`src/rtl/rdc_pkg.sv`:
```
package rdc_pkg;
    localparam int ADDR_W       = 32;
    localparam int DATA_W       = 32;
    localparam int PAGE_BITS    = 12;
    localparam int PAGE_W       = ADDR_W - PAGE_BITS;
    localparam int NUM_DOM      = 16;
    localparam int DOM_W        = $clog2(NUM_DOM);
    localparam int POL_W        = 3;
    localparam int DOM_PER_WORD = NUM_DOM / 2;
    localparam int LOCK_LSB     = 28;
    localparam int LOCK_W       = 2;

    localparam logic [1:0] SEL_START  = 2'd0;
    localparam logic [1:0] SEL_END    = 2'd1;
    localparam logic [1:0] SEL_POL_LO = 2'd2;
    localparam logic [1:0] SEL_POL_HI = 2'd3;

    typedef enum logic [1:0] {
        SLOT_EMPTY  = 2'd0,
        SLOT_OPEN   = 2'd1,
        SLOT_LOCKED = 2'd2
    } slot_state_e;

    function automatic logic policy_ok(input logic [POL_W-1:0] pol,
                                       input logic wr,
                                       input logic priv,
                                       input logic sec);
        logic ok;
        case (pol)
            3'd0:    ok = 1'b0;
            3'd1:    ok = sec & priv;
            3'd2:    ok = sec;
            3'd3:    ok = sec | (priv & ~wr);
            3'd4:    ok = sec | ~wr;
            3'd5:    ok = sec | priv;
            3'd6:    ok = 1'b1;
            default: ok = ~wr;
        endcase
        return ok;
    endfunction
endpackage

```
`src/rtl/rdc_desc_slot.sv`:
```
module rdc_desc_slot
    import rdc_pkg::*;
(
    input  logic              clk,
    input  logic              rst_n,
    input  logic              wr_en,
    input  logic [1:0]        wr_sel,
    input  logic [DATA_W-1:0] wr_data,
    input  logic [ADDR_W-1:0] look_addr,
    input  logic [DOM_W-1:0]  look_dom,
    input  logic              look_write,
    input  logic              look_priv,
    input  logic              look_sec,
    output logic              permit
);
    slot_state_e st_q, st_d;
    logic [PAGE_W-1:0]           start_q, end_q;
    logic [NUM_DOM-1:0][POL_W-1:0] pol_q;
    logic                        writable, seal_req, arm_req;
    logic [PAGE_W-1:0]           addr_pg;
    logic                        in_window;
    logic                        unused_low;

    assign writable = (st_q != SLOT_LOCKED);
    assign arm_req  = wr_en && writable && (wr_sel == SEL_POL_HI);
    assign seal_req = arm_req && (wr_data[LOCK_LSB +: LOCK_W] != '0);

    // next-state: ARM, REARM, SEAL
    always_comb begin
        st_d = st_q;
        unique case (st_q)
            SLOT_EMPTY, SLOT_OPEN: begin
                if (seal_req)     st_d = SLOT_LOCKED;
                else if (arm_req) st_d = SLOT_OPEN;
            end
            SLOT_LOCKED: st_d = SLOT_LOCKED;
            default:     st_d = SLOT_EMPTY;
        endcase
    end

    always_ff @(posedge clk or negedge rst_n) begin
        if (!rst_n) st_q <= SLOT_EMPTY;
        else        st_q <= st_d;
    end

    always_ff @(posedge clk or negedge rst_n) begin
        if (!rst_n) begin
            start_q <= '0;
            end_q   <= '1;
            pol_q   <= '0;
        end else if (wr_en && writable) begin
            unique case (wr_sel)
                SEL_START: start_q <= wr_data[ADDR_W-1:PAGE_BITS];
                SEL_END:   end_q   <= wr_data[ADDR_W-1:PAGE_BITS];
                SEL_POL_LO:
                    for (int d = 0; d < DOM_PER_WORD; d++)
                        pol_q[d] <= wr_data[POL_W*d +: POL_W];
                default:
                    for (int d = 0; d < DOM_PER_WORD; d++)
                        pol_q[d+DOM_PER_WORD] <= wr_data[POL_W*d +: POL_W];
            endcase
        end
    end

    // output process
    assign addr_pg    = look_addr[ADDR_W-1:PAGE_BITS];
    assign unused_low = ^look_addr[PAGE_BITS-1:0];

    always_comb begin
        in_window = (addr_pg >= start_q) && (addr_pg <= end_q);
        permit    = (st_q != SLOT_EMPTY) && in_window &&
                    policy_ok(pol_q[look_dom], look_write, look_priv, look_sec);
    end

    assert_locked_sticky_R6: assert property (@(posedge clk) disable iff (!rst_n)
        (st_q == SLOT_LOCKED) |=> (st_q == SLOT_LOCKED));
    assert_locked_frozen_R6: assert property (@(posedge clk) disable iff (!rst_n)
        (st_q == SLOT_LOCKED) |=> ($stable(start_q) && $stable(end_q) && $stable(pol_q)));
    assert_high_word_arms_R5: assert property (@(posedge clk) disable iff (!rst_n)
        (wr_en && wr_sel == SEL_POL_HI && st_q != SLOT_LOCKED) |=> (st_q != SLOT_EMPTY));
    assert_other_words_keep_empty_R5: assert property (@(posedge clk) disable iff (!rst_n)
        (st_q == SLOT_EMPTY && !(wr_en && wr_sel == SEL_POL_HI)) |=> (st_q == SLOT_EMPTY));
    assert_empty_denies_R7: assert property (@(posedge clk) disable iff (!rst_n)
        (st_q == SLOT_EMPTY) |-> !permit);
endmodule

```
`config.mk`:
```
export PLATFORM = sky130hd
export DESIGN_NAME = rdc_desc_slot
export DESIGN_NICKNAME = d
export VERILOG_FILES = /design/src/rtl/rdc_pkg.sv /design/src/rtl/rdc_desc_slot.sv
export SDC_FILE = /design/constraint.sdc
export NUM_CORES = 1
export LEC_CHECK = 0
export BUFFER_PORTS_ARGS = -buffer_cell sky130_fd_sc_hd__clkbuf_2
export CORE_MARGIN = 2
export CORE_UTILIZATION = 25
export CTS_CLUSTER_DIAMETER = 80
export DETAILED_ROUTE_END_ITERATION = 12
export MAX_ROUTING_LAYER = met4
export PLACE_DENSITY = 0.51
export SKIP_CTS_REPAIR_TIMING = 1
export SLEW_MARGIN = 15
export SYNTH_ARGS = -nofsm -noshare
export SYNTH_HDL_FRONTEND = slang
export SYNTH_SLANG_ARGS = --single-unit
```
`constraint.sdc`:
```
create_clock -name clk -period 2.3 [get_ports clk]
set_input_delay 0.115 -clock clk [delete_from_list [all_inputs] [get_ports clk]]
set_output_delay 0.115 -clock clk [all_outputs]
set_load 0.02 [all_outputs]
```
=== After elaboration in Yosys (flattened, before gate mapping) ===
Cells that the tools add are included.
Widths: inputs -> output; s select.

* Register bits after elaboration: 90
* Input port bits: 76
* Output and inout bits: 1

* Order comparisons: 3
* Equality and inequality tests: 13
* Multiplexer cells: 6
* Bitwise gates (word level): 7
* Reduce and logical (&&, ||, !) cells: 17

{| class="wikitable"
|+ Operators with widths
! operator !! number
|-
| $ge 20x20->1 || 1
|-
| $le 20x20->1 || 1
|-
| $bmux 3 s4 || 1
|-
| $eq 3x3->1 const B || 3
|-
| $reduce_and 2->1 || 4
|-
| $pmux 1 s7 || 1
|-
| $eq 2x2->1 const B || 3
|-
| $eq 3x2->1 const B || 2
|-
| $logic_and 1x1->1 || 6
|-
| $lt 4x5->1 const B || 1
|-
| $eq 2x1->1 const B || 2
|-
| $logic_not 2->1 || 2
|-
| $mux 2 || 2
|-
| $pmux 2 s2 || 1
|-
| $reduce_bool 2->1 || 2
|-
| $eq 3x1->1 const B || 1
|-
| $logic_not 3->1 || 1
|-
| $mux 3 || 1
|-
| $ne 3x3->1 const B || 1
|-
| $or 1x1->1 || 3
|-
| $reduce_or 3->1 || 1
|-
| $and 1x1->1 || 2
|-
| $ne 2x2->1 const B || 1
|-
| $not 1->1 || 2
|-
| $reduce_or 2->1 || 1
|}

=== Longest topological paths before layout ===
* Word-level depth: 6
* Mapped depth: 8
* Depth with buffers taken out: 8

=== Worst setup path after synthesis ===
Ideal clock, no wire load.

* Path type: reg-to-output
* From: register end_q[13]
* To: output permit
* Arrival: 1.883 ns
* Data required time: 2.185 ns
* Setup slack: 0.302 ns
* Stages on the path, launching flop included: 9
* Path through: dfstp_2 inv_1 ha_1 a21o_1 nand3_1 a21oi_1 a2111oi_0 a22o_1 and4b_1

* Longest elaborated chain between the ends: 4

{| class="wikitable"
|+ Ends and longest elaborated chain
! what !! line !! text
|-
| from (decl) || rdc_desc_slot.sv:17 || <nowiki>logic [PAGE_W-1:0] start_q, end_q;</nowiki>
|-
| from (signal assigned) || rdc_desc_slot.sv:54 || <nowiki>SEL_END: end_q <= wr_data[ADDR_W-1:PAGE_BITS];</nowiki>
|-
| $le 20x20->1 || rdc_desc_slot.sv:70 || <nowiki>in_window = (addr_pg >= start_q) && (addr_pg <= end_q);</nowiki>
|-
| $logic_and 1x1->1 || rdc_desc_slot.sv:70 ||
|-
| $logic_and 1x1->1 (2 in a row) || rdc_desc_slot.sv:71 || <nowiki>permit = (st_q != SLOT_EMPTY) && in_window &&</nowiki>
|-
| to (decl) || rdc_desc_slot.sv:14 || <nowiki>output logic permit</nowiki>
|}

No other way between the ends.

=== Final worst setup path ===
* From: register end_q[1]
* To: output permit

Same word-level chain as after synthesis.

==> metrics list <==
- The run finished, with violations left.
- The final reports fail on hold timing, setup timing.
- Max stage delay cell, worst path: dfstp_2
- Clock tree synthesis inserted a total of 9 buffers.
* Clk sink count: 90
- RSZ-0062 raised after global routing: yes
* Count of distinct cell types in the synthesized netlist: between 40 and 50
- Die Footprint: roughly 20000 sq um
- The complex-gate fraction of the synthesized area is 0.0877.
* DRC violations left: 0
* Total number of vias: around 3300
* Vias in the first global route: approximately 3500
* Async set-or-reset flop fraction in the synthesized netlist: 1.00
- Startpoint-to-endpoint class of the critical path: reg -> out
* Maximum number of pins on one net before global-route repair: 45
- Hold Path Class: in -> reg
* Post-Syn Area per Cell: about 12 sq um
* Cell area after layout: ~6000 sq um
- Worst-skew pair later-pin latency: around 340 ps
- At the pin with the least slew margin, the transition time is 555 ps.
- Of the total synthesized cell area, the portion taken by full adders, half adders and majority gates is 0.103.
- Final std cells w/o fill: 748
* Count of endpoints failing setup in the final report: 1
- In the final layout, the share of cells above drive strength 1 is 0.434.
- Avg Vias per Cell: 4.47
- The final number of max-transition violations is 0.
- Leading register cell type out of synthesis: dfrtp_1
* Main combinational cell family by area after synthesis: multiplexers
- Among cell families on the critical path, the largest total delay comes from compound AO/OA/AOI/OAI gates.
- Count of nets left with antenna violations after detail routing: 0
- Die Width: approximately 140 um
- Initial antenna violation count: 0
* Global placer's final weighted congestion: between 0.8 and 0.9
- Largest fanout on the critical path: 2
- Placed insts: about 730
- The Yosys step of the flow raised 0 warnings.
- Area of the core: 18900 sq um
* First-pass GRT wire length: 18600 um
* Number of nets in the layout: between 500 and 600
* Signal arrival time at the worst endpoint: between 2000 and 2500 ps
* Critical path's largest stage delay: around 540 ps
* Multiplexer fraction of the synthesized cell area: 0.221
- Dividing the final minimum period by the clock period gives 1.08.
- In this run the tightest slew margin relative to its limit is 0.628.
* Standard cell area after detailed placement: 5570 sq um
* Layout filler cell count: 1967
- Post-Synthesis Cell Area: ~4800 sq um
* Flop and latch count out of synthesis: 90
- Clock tree from TritonCTS: done
* Die H: approximately 140 um
- No sink is reached through more buffers than the 2 on the longest clock path.
* Share of the synthesized area in the top cell type: 0.361
- Counting every instance in the synthesized netlist gives 404.
- In this run the core area contains 50 standard-cell rows.
* Io pins: a little under 80
- Startpoint types: flip-flop
* Worst path setup slack after routing: -191 ps
- Xor and xnor area share after synthesis: 0
- For this run, the register share of the synthesized area comes to 0.470.
- LEAKAGE: a little under 0.003 uW
* Multi-input combinational cell area: 2440 sq um
- Crit path time final: between 2000 and 2500 ps
- Walking the worst path, the cells encountered are inv_2 -> ha_4 -> nor2b_4 -> o211ai_1 -> a211oi_2 -> o31ai_1 -> a22o_1 -> and4b_2 -> buf_6.
* Most frequent cells in the layout: mux2_2, dfrtp_1, clkbuf_2
- Total global routing overflow: 0
* Design Power: 3300 uW
- Of the total synthesized cell area, the portion taken by AND, OR, NAND and NOR gates is 0.0697.
- The critical path contains buffers and inverters numbering 2 combined.
* Root Buffer Master: clkbuf_16
- Peak Freq: between 0.4 and 0.5 GHz
- Port buffering added 64 buffers.
- TritonRoute pass-1 iters: 4
* Type of element capturing the critical path: output port
* Total length of routed wires: between 10000 and 15000 um
- Number of enable-type register cells in the synthesized netlist: 0
- CTS built an H-tree with a depth of 3.
* DR iter-0 viols: roughly 140
- DP Wirelength: 8940 um
* Max-capacitance violation count: 0
* Antenna fix cells: 0
* Hold Vio Cnt, Final: 3
- Wire length per cell: 15.7 um
- Combined flip-flop and latch cell area: around 2300 sq um
* Leading area contributor after synthesis: dfrtp_1
- The number of nets in the synthesized netlist is 520.
* Clock skew: 6.78 ps
- Critical path data required time: about 2200 ps
- Initial standard-cell utilization of the core: 0.257
* Sum of negative setup slack: -191 ps
* Clock Pin Slew Worst Setup and Hold Paths: roughly 60 ps
- Overall Global Routing Usage: 0.123
* Main area contributors after synthesis: dfrtp_1, mux2_2, dfstp_2
- The worst-case IR drop observed on VDD is around 330 uV.
- Final hold analysis gives a worst-case slack of -3.99 ps.
- Post-synthesis to final-layout area growth: 23.5%
- Power per unit of standard cell area: between 500 and 600 nW/um^2
[kinds of logic (layout without fill, tap and decap cells)]
group                    count (synthesis)  after routing
AO/OA/AOI/OAI                           67             67
AND/OR/NAND/NOR                         68             68
flip-flops                              90             90
multiplexers                            84             84
buffers and inverters                   55            139
adder cells (fa/ha/maj)                 40             40
[power by group]
group / switching, uW / leakage, uW / internal, uW
clock network: 599 / 0.000149 / 868
registers: 0 / 0.00108 / 1580
logic: 140 / 0.00172 / 105
total: 739 / 0.00295 / 2560
[routing by layer]
| layer | share of wire | global-route usage | vias up |
|---|---|---|---|
| met1 | 0.46 | 0.154 | 1665 |
| li1 | - | - | 1610 |
| met5 | 0 | - | - |
| met2 | 0.49 | 0.202 | 54 |
| met3 | 0.029 | 0.0221 | 16 |
| met4 | 0.017 | 0.0444 | 0 |
[synthesized netlist by cell type (2+ instances only)]
| library cell | number |
|---|---|
| nand3_1 | 3 |
| mux4_1 | 5 |
| a2111oi_0 | 2 |
| buf_1 | 3 |
| mux4_2 | 5 |
| a21oi_1 | 13 |
| inv_1 | 41 |
| nor2_1 | 12 |
| nor2b_1 | 4 |
| ha_1 | 40 |
| nand2b_1 | 3 |
| clkbuf_1 | 8 |
| mux2_2 | 70 |
| dfrtp_1 | 70 |
| o31ai_1 | 2 |
| o21ai_0 | 24 |
| a22o_1 | 5 |
| nand2_1 | 26 |
| a211oi_1 | 3 |
| a21o_1 | 10 |
| nor3_1 | 3 |
| nand4_1 | 8 |
| o211ai_1 | 2 |
| mux2i_1 | 3 |
| dfstp_2 | 20 |
[area by class of cell]
cell class / instances / area share
Clock inverter: 5 / 0.00899
Tap cell: 260 / 0.0543
Multi-Input combinational cell: 259 / 0.408
Inverter: 41 / 0.0257
Clock buffer: 11 / 0.0405
Sequential cell: 90 / 0.380
Timing Repair Buffer: 82 / 0.0821
[stage by stage]
stage          hold WS, ps  setup WS (ps)   util
6_report             -3.99           -191  0.317
5_1_grt               6.70           -289  0.317
4_1_cts               -275           -523  0.311
3_5_place_dp          95.6           -152  0.295
3_3_place_gp          84.3           -124  0.295
2_1_floorplan         -181            302      -
[registers in the layout (all words and copies together), names as in the netlist]
| register | count |
|---|---|
| end_q | 20 |
| st_q | 2 |
| pol_q | 48 |
| start_q | 20 |
[worst reg2reg max path, stage by stage (launching register included)]
cell      delay (ps)
dfrtp_1          390
nand2b_1         180
nand2_1          130
nor2_1            50
nand2_1           60
buf_4            320
mux2_2           400
[final timing paths]
kind / start / endpoint / slack [ps] / cells after the start
setup reg to reg: st_q[0]$_DFFE_PN0P_ / pol_q[5]$_DFFE_PN0P_ / 640 / 6
setup / recovery: end_q[1]$_DFFE_PN1P_ / permit / -190 / 9
hold reg to reg: st_q[1]$_DFFE_PN0P_ / st_q[0]$_DFFE_PN0P_ / 480 / 1
hold / removal: wr_data[25] / start_q[13]$_DFFE_PN0P_ / -4 / 3
min in group asynchronous: rst_n / start_q[4]$_DFFE_PN0P_ / 250 / 2
max in group asynchronous: rst_n / end_q[16]$_DFFE_PN1P_ / 1380 / 3
Power figures use the tool's default switching activity.
